## config.mk

```make
export PLATFORM = sky130hd
export DESIGN_NAME = cal_alarm_top
export DESIGN_NICKNAME = d
export VERILOG_FILES = /design/src/rtl/cal_alarm_pkg.sv /design/src/rtl/cal_alarm_regs.sv /design/src/rtl/cal_alarm_match.sv /design/src/rtl/cal_alarm_top.sv
export SDC_FILE = /design/constraint.sdc
export NUM_CORES = 1
export LEC_CHECK = 0
export BUFFER_PORTS_ARGS = -buffer_cell sky130_fd_sc_hd__clkbuf_2
export CAP_MARGIN = 20
export CORE_ASPECT_RATIO = 1.2
export CORE_MARGIN = 8
export CORE_UTILIZATION = 58
export CTS_CLUSTER_DIAMETER = 30
export DETAILED_ROUTE_END_ITERATION = 8
export HOLD_SLACK_MARGIN = 0.03
export PLACE_DENSITY = 0.85
export SLEW_MARGIN = 10
export SYNTH_ARGS = -nofsm -noshare
export SYNTH_HDL_FRONTEND = slang
export SYNTH_HIERARCHICAL = 1
export SYNTH_SLANG_ARGS = --single-unit
```

## constraint.sdc

```tcl
create_clock -name clk -period 3.3 [get_ports clk]
set_input_delay 0.66 -clock clk [delete_from_list [all_inputs] [get_ports clk]]
set_output_delay 0.66 -clock clk [all_outputs]
set_load 0.1 [all_outputs]
```

## src/rtl/cal_alarm_pkg.sv

```systemverilog
package cal_alarm_pkg;
    localparam int NUM_FIELDS   = 7;
    localparam int FIELD_W      = 8;
    localparam int ADDR_W       = 6;
    localparam int YEAR_IDX     = 6;
    localparam int HOUR_IDX     = 2;
    localparam int ALARM_BASE   = 'h10;
    localparam int ALARM_STRIDE = 2;
    localparam int YEAR_EN_ADDR = 'h1E;
    localparam int STAT_ADDR    = 'h20;
    localparam int CTRL_ADDR    = 'h22;
    localparam int EN_BIT       = 7;

    typedef logic [NUM_FIELDS-1:0][FIELD_W-1:0] field_vec_t;

    // Significant bits per field: sec, min, hour(+PM), wday, day, month, year
    function automatic logic [FIELD_W-1:0] field_mask(input int idx);
        case (idx)
            0, 1, 2: field_mask = 8'h7F;
            3:       field_mask = 8'h07;
            4:       field_mask = 8'h3F;
            5:       field_mask = 8'h1F;
            default: field_mask = 8'hFF;
        endcase
    endfunction
endpackage

```

## src/rtl/cal_alarm_regs.sv

```systemverilog
module cal_alarm_regs
    import cal_alarm_pkg::*;
(
    input  logic              clk,
    input  logic              rst_n,
    input  logic              wr_i,
    input  logic [ADDR_W-1:0] addr_i,
    input  logic [7:0]        wdata_i,
    output field_vec_t        val_o,
    output logic [NUM_FIELDS-1:0] en_o,
    output logic              aie_o,
    output logic              clr_req_o
);
    typedef struct packed {
        field_vec_t            val;
        logic [NUM_FIELDS-1:0] en;
        logic                  aie;
    } regs_t;

    regs_t st_d, st_q;

    always_comb begin
        st_d      = st_q;
        clr_req_o = 1'b0;
        if (wr_i) begin
            for (int i = 0; i < NUM_FIELDS; i++) begin
                if (addr_i == ADDR_W'(ALARM_BASE + ALARM_STRIDE * i)) begin
                    st_d.val[i] = wdata_i & field_mask(i);
                    if (i != YEAR_IDX) st_d.en[i] = wdata_i[EN_BIT];
                end
            end
            if (addr_i == ADDR_W'(YEAR_EN_ADDR)) st_d.en[YEAR_IDX] = wdata_i[EN_BIT];
            if (addr_i == ADDR_W'(CTRL_ADDR))    st_d.aie = wdata_i[0];
            if (addr_i == ADDR_W'(STAT_ADDR) && !wdata_i[0]) clr_req_o = 1'b1;
        end
    end

    always_ff @(posedge clk or negedge rst_n) begin
        if (!rst_n) st_q <= '0;
        else        st_q <= st_d;
    end

    assign val_o = st_q.val;
    assign en_o  = st_q.en;
    assign aie_o = st_q.aie;

    AST_AIE_FROM_CTRL: assert property (@(posedge clk) disable iff (!rst_n)
        (wr_i && addr_i == ADDR_W'(CTRL_ADDR)) |=> (aie_o == $past(wdata_i[0])));
    AST_YEAR_EN_KEPT: assert property (@(posedge clk) disable iff (!rst_n)
        (wr_i && addr_i == ADDR_W'(ALARM_BASE + ALARM_STRIDE * YEAR_IDX))
        |=> $stable(en_o[YEAR_IDX]));
endmodule

```

## src/rtl/cal_alarm_match.sv

```systemverilog
module cal_alarm_match
    import cal_alarm_pkg::*;
(
    input  field_vec_t            alarm_i,
    input  logic [NUM_FIELDS-1:0] en_i,
    input  field_vec_t            now_i,
    output logic                  hit_o
);
    logic [NUM_FIELDS-1:0] ok;

    for (genvar g = 0; g < NUM_FIELDS; g++) begin : g_field
        localparam logic [FIELD_W-1:0] MASK = field_mask(g);
        assign ok[g] = !en_i[g] || ((alarm_i[g] & MASK) == (now_i[g] & MASK));
    end

    assign hit_o = (&ok) && (|en_i);
endmodule

```

## src/rtl/cal_alarm_top.sv

```systemverilog
module cal_alarm_top
    import cal_alarm_pkg::*;
(
    input  logic              clk,
    input  logic              rst_n,
    input  logic              sec_tick,
    input  logic [6:0]        cur_sec,
    input  logic [6:0]        cur_min,
    input  logic [6:0]        cur_hour,
    input  logic [2:0]        cur_wday,
    input  logic [5:0]        cur_day,
    input  logic [4:0]        cur_month,
    input  logic [7:0]        cur_year,
    input  logic              reg_wr,
    input  logic [ADDR_W-1:0] reg_addr,
    input  logic [7:0]        reg_wdata,
    output logic              alarm_flag,
    output logic              alarm_irq
);
    typedef struct packed {
        logic flag;
    } flag_st_t;

    field_vec_t            now_vec;
    field_vec_t            alarm_val;
    logic [NUM_FIELDS-1:0] alarm_en;
    logic                  aie;
    logic                  clr_req;
    logic                  hit;
    flag_st_t              fs_d, fs_q;

    assign now_vec[0] = {1'b0, cur_sec};
    assign now_vec[1] = {1'b0, cur_min};
    assign now_vec[2] = {1'b0, cur_hour};
    assign now_vec[3] = {5'b0, cur_wday};
    assign now_vec[4] = {2'b0, cur_day};
    assign now_vec[5] = {3'b0, cur_month};
    assign now_vec[6] = cur_year;

    cal_alarm_regs u_regs (
        .clk       (clk),
        .rst_n     (rst_n),
        .wr_i      (reg_wr),
        .addr_i    (reg_addr),
        .wdata_i   (reg_wdata),
        .val_o     (alarm_val),
        .en_o      (alarm_en),
        .aie_o     (aie),
        .clr_req_o (clr_req)
    );

    cal_alarm_match u_match (
        .alarm_i (alarm_val),
        .en_i    (alarm_en),
        .now_i   (now_vec),
        .hit_o   (hit)
    );

    always_comb begin
        fs_d = fs_q;
        if (clr_req)         fs_d.flag = 1'b0;
        if (sec_tick && hit) fs_d.flag = 1'b1;
    end

    always_ff @(posedge clk or negedge rst_n) begin
        if (!rst_n) fs_q <= '0;
        else        fs_q <= fs_d;
    end

    assign alarm_flag = fs_q.flag;
    assign alarm_irq  = fs_q.flag & aie;

    AST_SET_ONLY_ON_TICK: assert property (@(posedge clk) disable iff (!rst_n)
        $rose(alarm_flag) |-> $past(sec_tick));
    AST_SET_NEEDS_HIT: assert property (@(posedge clk) disable iff (!rst_n)
        $rose(alarm_flag) |-> $past(hit));
    AST_SET_NEEDS_ENABLE: assert property (@(posedge clk) disable iff (!rst_n)
        $rose(alarm_flag) |-> $past(|alarm_en));
    AST_FLAG_STICKY: assert property (@(posedge clk) disable iff (!rst_n)
        (alarm_flag && !clr_req) |=> alarm_flag);
    AST_SET_BEATS_CLEAR: assert property (@(posedge clk) disable iff (!rst_n)
        (sec_tick && hit && clr_req) |=> alarm_flag);
    AST_IRQ_NEEDS_FLAG: assert property (@(posedge clk) disable iff (!rst_n)
        alarm_irq |-> (alarm_flag && aie));
endmodule

```

==> out/qor_table.md <==
| Group | Item | Value |
| --- | --- | --- |
| run status | Status | completed |
| floorplanning | I/O pin total | 63 |
| critical path | Kind of critical path | reg -> out |
| power | Post-layout power | 0.001470 W |
| routing | Count of nets left with antenna violations after detail routing | 0 |
| floorplanning | Die width | 77.87 microns |
| critical path | Reg-to-reg critical path startpoint | u_regs/en_o[1] |
| global route | Largest net degree at the start of global routing | 38 |
| critical path | Endpoint of the worst register-to-register path | alarm_flag |
| critical path | Worst reg2reg path depth | 7 |
| routing | Routed via count divided by cell count | 5.445 |
| critical path | Critical Path Source | alarm_flag |
| synthesis | Syn nets | 251 |
| synthesis | Mapped Area | 0.002664 sq mm |
| critical path | Req. time, crit path | 2.64 ns |
| layout | Post-route cell area | 0.003134 sq mm |
| power | Proportion of power drawn by the clock network | 25.3% |
| routing | Drt drc | 0 |
| layout | Multi-input combinational cell area | 0.001346 sq mm |
| global route | Number of antenna violations at the first check in global routing | 0 |
| placement | Count of input and output buffers | 62 |
| timing | Hold Worst Slack | 0.2691 ns |
| cts | Cts bufs inserted | 5 |
| timing | Clock period minus final worst setup slack | 1.973 ns |
| layout | Final core area utilization | 69.76% |
| timing | Slew of the pin with the lowest slew margin | 0.5418 ns |
| floorplanning | Total core area | 0.004493 sq mm |
| floorplanning | Initial cell density of the core | 59.29% |
| power | Power share of the combinational group | 21.4% |
| floorplanning | Row count | 27 |
| cts | CTS H-Tree Depth | 2 |
| critical path | R2r setup slk | 1.64 ns |
| routing | Post-DR wirelength/cell | 18.56 microns |
| min path | HP Class | in -> async |
| cts | Cts repair resizes | 0 |
| floorplanning | Height of the die | 90.24 microns |
| global route | Global-route wire length before repair | 10130 microns |
| layout | Total number of nets in the final design | 319 |
| cts | CTS Hold Bufs | 0 |
| timing | Unrepaired setup endpoints after global routing | no |
| cts | TritonCTS clock tree | yes |
| timing | Final count of negative-setup-slack endpoints | 0 |
| global route | Overall track demand over capacity in global routing | 18.11% |
| routing | Aggregate routed wire length | 5883 microns |
| cts | Sinks on Clock Net | 52 |
| layout | Area added between synthesis and finish | 17.66% |
| routing | Number of DRC markers in iteration 0 | 56 |
| cts | Post-CTS setup buffer count | 0 |
| cts | Root Driver | clkbuf_8 |
| timing | Part of the cycle the worst path needs | 59.78% |
| cts | Number of buffers on the longest clock path | 2 |
| synthesis | Synth Instances | 190 |
| synthesis | Total number of yosys warnings | 6 |
| critical path | Arrival time worst endpoint | 1.31 ns |
| routing | DR vias | 1726 |
| critical path | Endpoint kind of the worst setup timing path | output port |
| placement | Gp weighted congestion | 0.7562 |
| layout | Reg area | 0.001301 sq mm |
| timing | Total negative slack | 0 ns |
| timing | Number of hold violations in the final report | 0 |
| power | Peak ir drop on the vdd network | 352.7 uV |
| global route | Number of global-route vias before repair | 2066 |
| layout | Antenna diodes | 0 |
| placement | Cell area after placement | 0.003042 sq mm |
| synthesis | Per-instance average area after synthesis | 14.02 sq um |
| layout | Total of fill cells in the finished design | 337 |
| routing | DR pass1 iterations | 2 |
| layout | Share of cells above drive strength 1 | 52.12% |
| cts | Later-pin clock latency in the skew report | 0.30 ns |
| global route | Final global-route overflow total | 0 |
| power | Relative contribution of sequential cells to total power | 53.3% |
| power | Internal Pwr Total | 0.001067 W |
| power | Static Leak | 1.573 nW |
| timing | Relative max-transition margin | 64.04% |
| floorplanning | Floorplan die area | 0.007027 sq mm |
| power | Power per unit of standard cell area | 469.1 mW/mm^2 |
| power | Power dissipated by switching net loads | 0.0004035 W |
| cts | Clk pin slew, worst setup/hold paths | 0.09 ns |
| timing | Max Clk Rate | 506.9 MHz |
| timing | Max Clock Skew | 0.003472 ns |
| power | Share of total power consumed by net switching | 27.45% |
| critical path | Critical path peak fanout | 3 |
| timing | Number of slew-limit violations in the final report | 0 |
| flow run | Max-cap violation count | 0 |
| placement | HPWL reported at the end of detailed placement | 4667 microns |
| critical path | Startpoint type of the worst setup path | register |
[flip-flops by register name (all words and copies together) (netlist names)]
signal,flops
u_regs/aie_o,1
alarm_flag,1
u_regs/en_o,7
u_regs/val_o,43
[cells in the final DEF (no fill, tap or decap), types with 2 or more instances in the layout]
cell type and instances:
clkbuf_2 62, dfrtp_1 52, mux2_2 35, xnor2_1 30, mux2_4 16, xor2_1 13
nand4_1 8, clkbuf_8 6, nand3_1 4, nand3_2 4, o41ai_1 3, nand2_1 2
clkinv_2 2, o31ai_1 2, nor2_4 2
[worst max-delay path, cell delays in order, from the launching register on]
cell      delay, ns
dfrtp_1        0.41
and2_2         0.16
clkbuf_2       0.44
[area by class of cell]
class	instances	share of cell area, %
clock buffers	6	2.635
repair buffers	63	10.14
clock inverters	2	0.3194
flip-flops and latches	52	41.52
inverters	1	0.1198
well taps	58	2.315
multi-input cells	135	42.95
[through the flow]
step / worst slack, ns / instances
after floorplan: 1.118 / 190
after global placement: 1.431 / 309
after detailed placement: 1.412 / 309
after CTS: 1.321 / 317
after global routing: 1.273 / 317
final: 1.327 / 317
[worst max path at each step]
stage,end,slack [ns],depth (start not counted)
floorplan,alarm_irq,1.12,1
global route,alarm_irq,1.27,2
detailed placement,u_regs/val_o[18],1.41,4
global placement,u_regs/val_o[54],1.43,4
finish,alarm_irq,1.33,2
CTS,alarm_irq,1.32,2
[power groups by stage]
stage	registers, W	logic [W]	clock network, W
finish	0.000784	0.000315	0.000371
global route	0.000796	0.000347	0.000403
CTS	0.000785	0.000318	0.000376
detailed placement	0.000798	0.000316	0
global placement	0.000793	0.000303	0
floorplan	0.000783	0.000215	0
[metal layers]
layer  track usage (%)  vias to the layer above  share of wire (%)
met3             4.582                       10                4.9
met4             8.044                        0                2.4
met5                 0                        -                  0
met1             21.77                      856                 43
met2             29.59                       44                 50
li1                  -                      816                  -
Note: power is estimated with default switching activity, not from simulation.
